## src/rtl/fr80_pkg.sv

```systemverilog
package fr80_pkg;
  localparam int OCT_W     = 8;
  localparam int N_OCT     = 8;
  localparam int HDR_W     = 2;
  localparam int FILL_W    = 2;
  localparam int PAY_W     = OCT_W * N_OCT;
  localparam int FILL_BITS = FILL_W * (N_OCT - 1);
  localparam int BLK_W     = HDR_W + PAY_W + FILL_BITS;
  localparam int MB_LEN    = 32;
  localparam int PRBS_LEN  = 17;
  localparam int PRBS_TAP  = 14;
  localparam logic [PRBS_LEN-1:0] PRBS_SEED = 17'h1FFFF;
endpackage

```

## src/rtl/fr80_prbs_fill.sv

```systemverilog
module fr80_prbs_fill #(
  parameter int LEN   = 17,
  parameter int TAP   = 14,
  parameter int NBITS = 14,
  parameter logic [LEN-1:0] SEED = '1
) (
  input  logic             clk,
  input  logic             rst,
  input  logic             adv,
  output logic [NBITS-1:0] fill
);
  logic [LEN-1:0] state;
  logic [LEN-1:0] chain [0:NBITS];

  assign chain[0] = state;

  for (genvar i = 0; i < NBITS; i++) begin : g_step
    assign chain[i+1] = {chain[i][LEN-2:0], chain[i][LEN-1] ^ chain[i][TAP-1]};
    assign fill[NBITS-1-i] = chain[i][LEN-1];
  end

  always_ff @(posedge clk) begin
    if (rst)      state <= SEED;
    else if (adv) state <= chain[NBITS];
  end

  // The generator never falls into the all-zero lock-up state
  assert_prbs_nonzero_R3: assert property (@(posedge clk) disable iff (rst)
    state != '0);

  // No advance without an accepted block
  assert_prbs_hold_R4: assert property (@(posedge clk) disable iff (rst)
    !adv |=> $stable(state));
endmodule

```

## src/rtl/fr80_assemble.sv

```systemverilog
module fr80_assemble #(
  parameter int OCT_W  = 8,
  parameter int N_OCT  = 8,
  parameter int HDR_W  = 2,
  parameter int FILL_W = 2,
  localparam int PAY_W     = OCT_W * N_OCT,
  localparam int FILL_BITS = FILL_W * (N_OCT - 1),
  localparam int BLK_W     = HDR_W + PAY_W + FILL_BITS,
  localparam int SLOT      = OCT_W + FILL_W
) (
  input  logic [PAY_W-1:0]     payload,
  input  logic                 sync_bit,
  input  logic [FILL_BITS-1:0] fill,
  output logic [BLK_W-1:0]     blk
);
  always_comb begin
    blk = '0;
    blk[BLK_W-1 -: HDR_W] = sync_bit ? 2'b01 : 2'b10;
    for (int j = 0; j < N_OCT; j++) begin
      blk[BLK_W-HDR_W-1-j*SLOT -: OCT_W] = payload[PAY_W-1-j*OCT_W -: OCT_W];
    end
    for (int j = 0; j < N_OCT - 1; j++) begin
      blk[BLK_W-HDR_W-1-j*SLOT-OCT_W -: FILL_W] = fill[FILL_BITS-1-j*FILL_W -: FILL_W];
    end
  end
endmodule

```

## src/rtl/fr80_mb_count.sv

```systemverilog
module fr80_mb_count #(
  parameter int MB_LEN = 32,
  localparam int IDX_W = $clog2(MB_LEN)
) (
  input  logic             clk,
  input  logic             rst,
  input  logic             adv,
  output logic [IDX_W-1:0] idx,
  output logic             last
);
  assign last = (idx == IDX_W'(MB_LEN - 1));

  always_ff @(posedge clk) begin
    if (rst)      idx <= '0;
    else if (adv) idx <= last ? '0 : idx + 1'b1;
  end

  assert_mb_wrap_R5: assert property (@(posedge clk) disable iff (rst)
    adv && last |=> idx == '0);

  assert_mb_hold_R5: assert property (@(posedge clk) disable iff (rst)
    !adv |=> $stable(idx));
endmodule

```

## src/rtl/fr80_framer.sv

```systemverilog
module fr80_framer
  import fr80_pkg::*;
#(
  parameter int OCT_W  = fr80_pkg::OCT_W,
  parameter int N_OCT  = fr80_pkg::N_OCT,
  parameter int FILL_W = fr80_pkg::FILL_W,
  parameter int MB_LEN = fr80_pkg::MB_LEN,
  localparam int PAY_W  = OCT_W * N_OCT,
  localparam int FBITS  = FILL_W * (N_OCT - 1),
  localparam int BW     = HDR_W + PAY_W + FBITS,
  localparam int IW     = $clog2(MB_LEN)
) (
  input  logic          clk,
  input  logic          rst,
  input  logic          in_valid,
  output logic          in_ready,
  input  logic [PAY_W-1:0] in_payload,
  input  logic          in_sync_bit,
  output logic          out_valid,
  input  logic          out_ready,
  output logic [BW-1:0] out_block,
  output logic [IW-1:0] out_blk_idx,
  output logic          out_eomb
);
  logic             accept;
  logic [FBITS-1:0] fill;
  logic [BW-1:0]    framed;
  logic [IW-1:0]    cur_idx;
  logic             cur_last;

  assign in_ready = !out_valid || out_ready;
  assign accept   = in_valid && in_ready;

  fr80_prbs_fill #(
    .LEN(PRBS_LEN), .TAP(PRBS_TAP), .NBITS(FBITS), .SEED(PRBS_SEED)
  ) u_prbs (
    .clk(clk), .rst(rst), .adv(accept), .fill(fill)
  );

  fr80_assemble #(
    .OCT_W(OCT_W), .N_OCT(N_OCT), .HDR_W(HDR_W), .FILL_W(FILL_W)
  ) u_asm (
    .payload(in_payload), .sync_bit(in_sync_bit), .fill(fill), .blk(framed)
  );

  fr80_mb_count #(.MB_LEN(MB_LEN)) u_cnt (
    .clk(clk), .rst(rst), .adv(accept), .idx(cur_idx), .last(cur_last)
  );

  always_ff @(posedge clk) begin
    if (rst) begin
      out_valid   <= 1'b0;
      out_block   <= '0;
      out_blk_idx <= '0;
      out_eomb    <= 1'b0;
    end else if (accept) begin
      out_valid   <= 1'b1;
      out_block   <= framed;
      out_blk_idx <= cur_idx;
      out_eomb    <= cur_last;
    end else if (out_ready) begin
      out_valid   <= 1'b0;
    end
  end

  assert_stall_hold_R7: assert property (@(posedge clk) disable iff (rst)
    out_valid && !out_ready |=> out_valid && $stable(out_block)
      && $stable(out_blk_idx) && $stable(out_eomb));

  assert_hdr_transition_R2: assert property (@(posedge clk) disable iff (rst)
    out_valid |-> out_block[BW-1] != out_block[BW-2]);

  assert_hdr_value_R2: assert property (@(posedge clk) disable iff (rst)
    accept |=> out_block[BW-2] == $past(in_sync_bit));

  assert_eomb_idx_R6: assert property (@(posedge clk) disable iff (rst)
    out_valid |-> out_eomb == (out_blk_idx == IW'(MB_LEN - 1)));

  assert_accept_when_drain_R8: assert property (@(posedge clk) disable iff (rst)
    out_valid && out_ready |-> in_ready);
endmodule

```

## config.mk

```make
export PLATFORM = sky130hd
export DESIGN_NAME = fr80_framer
export DESIGN_NICKNAME = d
export VERILOG_FILES = /design/src/rtl/fr80_pkg.sv /design/src/rtl/fr80_prbs_fill.sv /design/src/rtl/fr80_assemble.sv /design/src/rtl/fr80_mb_count.sv /design/src/rtl/fr80_framer.sv
export SDC_FILE = /design/constraint.sdc
export NUM_CORES = 1
export LEC_CHECK = 0
export BUFFER_PORTS_ARGS = -buffer_cell sky130_fd_sc_hd__clkbuf_2
export CAP_MARGIN = 0
export CORE_AREA = 2 2 88 107
export DETAILED_ROUTE_END_ITERATION = 10
export DIE_AREA = 0 0 90 109
export PLACE_DENSITY_LB_ADDON = 0.2
export SLEW_MARGIN = 20
export SYNTH_ARGS = -nofsm -noshare
export SYNTH_HDL_FRONTEND = slang
export SYNTH_SLANG_ARGS = --single-unit
```

## constraint.sdc

```tcl
create_clock -name clk -period 2.5 [get_ports clk]
set_input_delay 0.625 -clock clk [delete_from_list [all_inputs] [get_ports clk]]
set_output_delay 0.625 -clock clk [all_outputs]
set_load 0.02 [all_outputs]
```

# After elaboration in Yosys (flattened, before gate mapping)
# Index checks and enable logic that the tools add are counted.
# classes
add_sub_neg	1
eq_ne	1
n_mux	4
bitwise_logic	14
n_reduce_logical	4
# ops
op	n
bitwise XOR 1 bit	14
adder 5 x 1 -> 5 bit, second input constant	1
== test 5 bit, second input constant	1
two-way mux 5 bit	1
two-way mux 1 bit	2
two-way mux 2 bit	1
nonzero test 2 bit	1
logical AND 1 bit	1
logical NOT 1 bit	1
logical OR 1 bit	1
# word_totals
ff_bits	109
in_bits	69
out_inout_bits	88
elab_cells	30

# Logic depth before layout (Yosys ltp)
# Gate-level depths: netlist of run 1.
# logic_depth
ltp_word	4
mapped_depth	6
mapped_depth_nobuf	6

# Modules after synthesis
# From an unflattened synthesis of run 1, not the netlist that was laid out.
# unflattened
cells_unflattened	585
area_unflattened_um2	5439.0
# modules_own_cells
mod	n_inst	cells_each	area_per_inst_um2	seq_area_each_um2
fr80_framer	1	397	3766.1	1741.7
fr80_prbs_fill	1	83	844.6	340.3
fr80_assemble	1	80	596.8	0.0
fr80_mb_count	1	25	231.5	100.1

# Worst setup path after synthesis of run 1
# No wires, ideal clock.
# synth_timing
kind	input port to output port
startpoint	input out_ready
endpoint	output in_ready
arrival_ps	1211
required_time_ps	1875
path_slack_ps	664
cell_stages	4
path_buffers	2
path_cell_list	nor2b_1 > inv_1 > buf_2 > buf_2
# synth_via
elab_chain_cells	1
# synth_rtl
item	line	text
start: declaration	fr80_framer.sv:20	input logic out_ready,
logical OR 1 bit	fr80_framer.sv:31	assign in_ready = !out_valid || out_ready;
end: declaration	fr80_framer.sv:16	output logic in_ready,
# No other way between the ends.

# Final worst setup path of run 1
# layout_timing
startpoint	register out_valid
endpoint	output in_ready
# layout_via
elab_chain_cells	2
# layout_rtl
item	line	text
start: declaration	fr80_framer.sv:19	output logic out_valid,
start signal: assignment	fr80_framer.sv:52	out_valid <= 1'b0;
start signal: assignment	fr80_framer.sv:57	out_valid <= 1'b1;
start signal: assignment	fr80_framer.sv:62	out_valid <= 1'b0;
logical NOT 1 bit	fr80_framer.sv:31	
logical OR 1 bit	fr80_framer.sv:31	
# No other way between the ends.

==> reports/qor.yml, run 1 <==
detailed_routing:
  totalWireLength_mm: 10.3
  routed-via-count: 3981
  route.detailed.drc: 0
  wl_per_cell_um: 13.8
  drt-initial-drc-count: 151
  via_per_inst: 5.34
  final_antenna_net_count: 0
  drt-pass1-iter-count: 4
clocking:
  clkSinkCount: 109
  post_cts_buffers: 0
  clk_latency_ns: 0.37
  cts_tree: "done"
  cts_buffer_depth: 2
  cts_resized: 0
  htree_levels: 3
  numCtsBuffers: 9
  clk_pin_slew_ns: 0.10
  postCtsHoldBufs: 0
  cts-root-buf: "clkbuf_8"
timing:
  worstMarginPinSlew_ns: 0.789
  timing.final.crit_share_pct: 76.9
  post-route-min-period_ns: 1.92
  relSlewSlack_pct: 47.4
  finClkSkew_ns: 0.00827
  setup_violations: 0
  slew_viol_final: 0
  setup_tns_ns: 0
  grt_setup_unrepaired: "no"
  max_freq_mhz: 520
  finalHoldViolCount: 0
logic_synthesis:
  syn_inst: 496
  ys_seq_area_share_pct: 52.3
  avgSynthCellArea_sq_um: 8.41
  ys_types: 22
  synth_edf_count: 0
  ys.flop_type: "dfxtp_1"
  synth_largest_area_cell: "dfxtp_1"
  synth_top_area_share_pct: 52.3
  netlist_area_sq_um: 4170
  synth_most_common_cell: "dfxtp_1"
  synth_common_cells: "109 x dfxtp_1, 90 x a21oi_1, 90 x o21ai_0"
  synthTopCellsByArea: "dfxtp_1 52%, a21oi_1 11%, o21ai_0 11%, nand3_1 11%, clkbuf_1 3.7%"
  yosysWarnings: 0
  synth_nets: 567
  ys_ff_latch: 109
  synthArstFlopShare_pct: 0
finish:
  syn_to_final_growth_pct: 24.3
  fin_util_pct: 58.6
  nets: 691
  nFillCells: 858
  finalNonFillerCells: 745
  layout-drive-gt1-share_pct: 29.6
  diodes: 0
die:
  start_util_pct: 47.2
  die_area_sq_um: 9810
  design.portCount: 157
  fp.coreArea_sq_um: 8840
  rows: 38
  die_y_um: 109
  die_w_um: 90
worst_hold_path:
  whs_path_depth: 2
  hp-class: "in -> reg"
power:
  power.density_nw_per_um2: 664
  vdd_drop_max_mv: 0.319
  leakage_uw: 0.00228
critical_path:
  critPathMaxFanout: 20
  critPathMaxStageDelay_ns: 0.33
  worst_r2r_path_depth: 6
  cp_slowest_cell: "dfxtp_1"
  crit_buf_inv: 2
  cp_top_family: "buffers and inverters"
  cp.required_ns: 1.88
  cp-end-kind: "output pin"
  crit_chain: "nor2b_4, inv_2, clkbuf_2"
  path_class: "reg -> out"
  cp.arrival_ns: 1.30
  path_depth: 3
  cp-start-kind: "flop"
placed_design:
  dp.cells: 729
  gp_congestion: 0.747
  dp_hpwl_mm: 6.65
  port_buffers: 156
global_routing:
  grt-ovfl-total: 0
  grt_usage_pct: 20.2
  antenna_found_initial: 0
  grt_pass1_wl_mm: 16.4
  grt_max_degree: 95
  grt_pass1_vias: 3621
flow_run:
  cap_violations: 0
outcome:
  status: "completed"
## through the flow
| step | total power (uW) | worst slack, ns | area, sq um | hold slack, ns |
|---|---|---|---|---|
| after floorplan | 2320 | 0.664 | 4170 | 0.435 |
| after global placement | 2510 | 0.506 | 5010 | 0.445 |
| after detailed placement | 2530 | 0.433 | 5010 | 0.458 |
| after CTS | 3480 | 0.548 | 5180 | 0.459 |
| after global routing | 3620 | 0.523 | 5180 | 0.475 |
| final | 3440 | 0.576 | 5180 | 0.477 |
## cell families (layout without fill, tap and decap cells)
group	count (synthesis)	after routing	share of synthesized area, %
multiplexers	14	14	3.36
flip-flops	109	109	52.3
AND/OR/NAND/NOR	130	130	15.9
adder cells (fa/ha/maj)	2	2	0.600
buffers and inverters	55	184	5.07
AO/OA/AOI/OAI	186	186	22.7
## final cells by class
cell class | count | area [sq um] | area share (%)
sequential | 109 | 2180 | 42.1
clock inverter | 6 | 38.8 | 0.748
clock buffer | 10 | 138 | 2.65
tap | 120 | 150 | 2.90
inverter | 2 | 7.51 | 0.145
timing repair buffer | 166 | 883 | 17.0
multi-input combinational | 332 | 1790 | 34.4
## cell usage in the layout (no fill, tap or decap)
cell type	synthesis	routed
nand2_1	2	2
nand3b_1	1	1
dfxtp_1	109	109
nand3_1	89	89
clkinv_4	0	1
and3_1	4	4
clkbuf_2	0	154
clkinv_2	0	3
nor2_1	16	16
nor3b_1	1	1
or4b_1	1	1
nor2b_1	15	14
a311oi_1	1	1
inv_2	1	2
a21oi_1	90	90
o21ai_0	90	90
buf_2	4	1
buf_12	0	2
nor2b_4	0	1
a31oi_1	2	2
mux2i_1	14	14
clkbuf_8	0	10
a211o_1	3	3
or4_1	1	1
ha_1	2	2
buf_4	0	9
clkinvlp_4	0	2
## worst reg2reg max path, delay by kind of cell (launching register included)
family | cells | cell delay (ns)
AOI/OAI and AO/OA | 1 | 0.17
adders and majority gates | 2 | 0.46
DFF | 1 | 0.35
and+or+nand+nor | 3 | 0.76
## flip-flops by register name (all words and copies together), names as in the netlist
name,count
out_blk_idx,5
out_eomb,1
out_valid,1
u_prbs.state,17
u_cnt.idx,5
out_block,80
## routing by layer
layer | vias to the layer above | track usage [%] | part of all wire (%)
met5 | - | 0 | 0
met4 | 0 | 7.58 | 1.5
met3 | 12 | 2.97 | 4.4
met2 | 107 | 36.9 | 50
met1 | 1853 | 24.1 | 45
li1 | 2009 | - | -
## final timing paths
| kind | start | end | slack [ns] |
|---|---|---|---|
| setup / recovery | out_valid$_SDFFE_PP0P_ | in_ready | 0.58 |
| hold reg to reg | u_prbs.state[16]$_SDFFE_PP1P_ | u_prbs.state[16]$_SDFFE_PP1P_ | 0.48 |
| setup reg to reg | u_cnt.idx[0]$_SDFFE_PP0P_ | u_cnt.idx[3]$_SDFFE_PP0P_ | 0.70 |
| hold / removal | in_sync_bit | out_block[79]$_SDFFE_PP0P_ | 0.48 |
## report_power, final
part	switching, uW	leakage (uW)	internal, uW
clock network	574	0.0000880	386
logic	351	0.00130	212
registers	63.6	0.000898	1860
No activity file was read; power rests on OpenSTA's default activity.
==> run 2: changes to the inputs <==
==> constraint.sdc (replaced) <==
create_clock -name clk -period 2 [get_ports clk]
set_input_delay 0.5 -clock clk [delete_from_list [all_inputs] [get_ports clk]]
set_output_delay 0.5 -clock clk [all_outputs]
set_load 0.02 [all_outputs]
==> run 2 against run 1 <==
Flip-flop and latch count did not move. Largest cell class unchanged. Final cell count is 0.67% higher. Critical path depth unchanged.
==> reports/qor.yml, run 2 (synthesized netlist as in run 1, its figures left out) <==
outcome:
  status: "completed"
flow_run:
  cap_violations: 0
clocking:
  clk_latency_ns: 0.36
  htree_levels: 3
  cts_buffer_depth: 2
  post_cts_buffers: 0
  cts_tree: "done"
  clkSinkCount: 109
  postCtsHoldBufs: 0
  cts_resized: 0
  clk_pin_slew_ns: 0.09
  cts-root-buf: "clkbuf_8"
  numCtsBuffers: 9
detailed_routing:
  wl_per_cell_um: 13.8
  totalWireLength_mm: 10.3
  route.detailed.drc: 0
  via_per_inst: 5.39
  final_antenna_net_count: 0
  drt-initial-drc-count: 188
  routed-via-count: 4046
  drt-pass1-iter-count: 4
placed_design:
  placed_area_sq_um: 5050
  port_buffers: 156
  gp_congestion: 0.747
  dp.cells: 735
  dp_hpwl_mm: 7.05
die:
  design.portCount: 157
  fp.coreArea_sq_um: 8840
  rows: 38
  die_area_sq_um: 9810
  die_y_um: 109
  die_w_um: 90
  start_util_pct: 47.2
timing:
  grt_setup_unrepaired: "no"
  setup_tns_ns: 0
  setup_violations: 0
  finClkSkew_ns: 0.00729
  slew_viol_final: 0
  relSlewSlack_pct: 64.3
  max_freq_mhz: 536
  finalHoldViolCount: 0
  timing.final.crit_share_pct: 93.3
  worstMarginPinSlew_ns: 0.536
  post-route-min-period_ns: 1.87
finish:
  design_area_sq_um: 5230
  nets: 697
  fin_util_pct: 59.2
  syn_to_final_growth_pct: 25.4
  regArea_sq_um: 2180
  regMostFlops: "out_block"
  nFillCells: 833
  finalNonFillerCells: 750
  final_cell_mix: "154 x clkbuf_2, 109 x dfxtp_1, 90 x o21ai_0, 90 x a21oi_1, 89 x nand3_1"
  mostFrequentLayoutCell: "clkbuf_2"
  largestRegisters: "out_block (80), u_prbs.state (17)"
  diodes: 0
  layout-drive-gt1-share_pct: 29.8
  largest_reg_flops: 80
  multi_input_area_sq_um: 1790
global_routing:
  grt_pass1_wl_mm: 17.1
  grt_max_degree: 54
  grt_usage_pct: 20.9
  antenna_found_initial: 0
  grt_pass1_vias: 3784
  grt-ovfl-total: 0
power:
  switchingPower_uw: 1200
  p_int_uw: 3140
  pwr-share-seq_pct: 55.3
  power_frac_clock_pct: 28.3
  vdd_drop_max_mv: 0.373
  leakage_uw: 0.00232
  combPwrFrac_pct: 16.4
  power.density_nw_per_um2: 831
  swShare_pct: 27.7
critical_path:
  cp.arrival_ns: 1.37
  path_class: "reg -> out"
  critPathMaxFanout: 17
  cp-end-kind: "output pin"
  cp-start-kind: "flop"
  cp.required_ns: 1.50
worst_hold_path:
  hp-class: "in -> reg"
run 2: cell count changes in the layout (fill, tap and decap cells not counted), sizes merged:
cell,delta
buf,+6
clkinvlp,-2
clkinv,-3
clkbuf,+4
run 2: per-layer routing:
layer	vias to the layer above	routed length, um	GRT usage [%]
li1	2019	-	-
met1	1903	4530	24.0
met2	114	5160	39.0
met3	10	522	3.94
met4	0	127	7.58
met5	-	0	0
run 2: critical path, cell delays in order (launching register included):
cell      delay [ns]
dfxtp_1         0.35
nor2b_4         0.25
inv_2           0.19
clkbuf_2        0.20
run 2: final timing paths:
| check | startpoint | end | slack (ns) | depth (start not counted) |
|---|---|---|---|---|
| min | in_payload[22] | out_block[26]$_SDFFE_PP0P_ | 0.36 | 3 |
| max reg2reg | u_cnt.idx[0]$_SDFFE_PP0P_ | u_cnt.idx[3]$_SDFFE_PP0P_ | 0.24 | 6 |
| max | out_valid$_SDFFE_PP0P_ | in_ready | 0.13 | 3 |
| min reg2reg | u_prbs.state[14]$_SDFFE_PP1P_ | u_prbs.state[14]$_SDFFE_PP1P_ | 0.47 | 1 |
run 2: final cells by class:
| cell class | count | area share [%] |
|---|---|---|
| Sequential cell | 109 | 41.7 |
| Multi-Input combinational cell | 332 | 34.1 |
| Timing Repair Buffer | 172 | 17.7 |
| Clock buffer | 14 | 3.30 |
| Tap cell | 120 | 2.87 |
| Inverter | 2 | 0.144 |
| Clock inverter | 1 | 0.0957 |
run 2: power by group through the flow:
stage / clock [uW] / sequential (uW) / combinational, uW
floorplan: 0 / 2570 / 326
global placement: 0 / 2450 / 701
detailed placement: 0 / 2460 / 716
CTS: 1260 / 2410 / 717
global route: 1340 / 2430 / 784
finish: 1230 / 2400 / 711
run 2: metrics by stage:
step | hold WS (ns) | total power (uW) | worst slack, ns
finish | 0.358 | 4350 | 0.134
global route | 0.348 | 4550 | 0.0340
CTS | 0.342 | 4390 | 0.103
detailed placement | 0.454 | 3170 | 0.264
global placement | 0.443 | 3150 | 0.314
floorplan | 0.435 | 2900 | 0.351
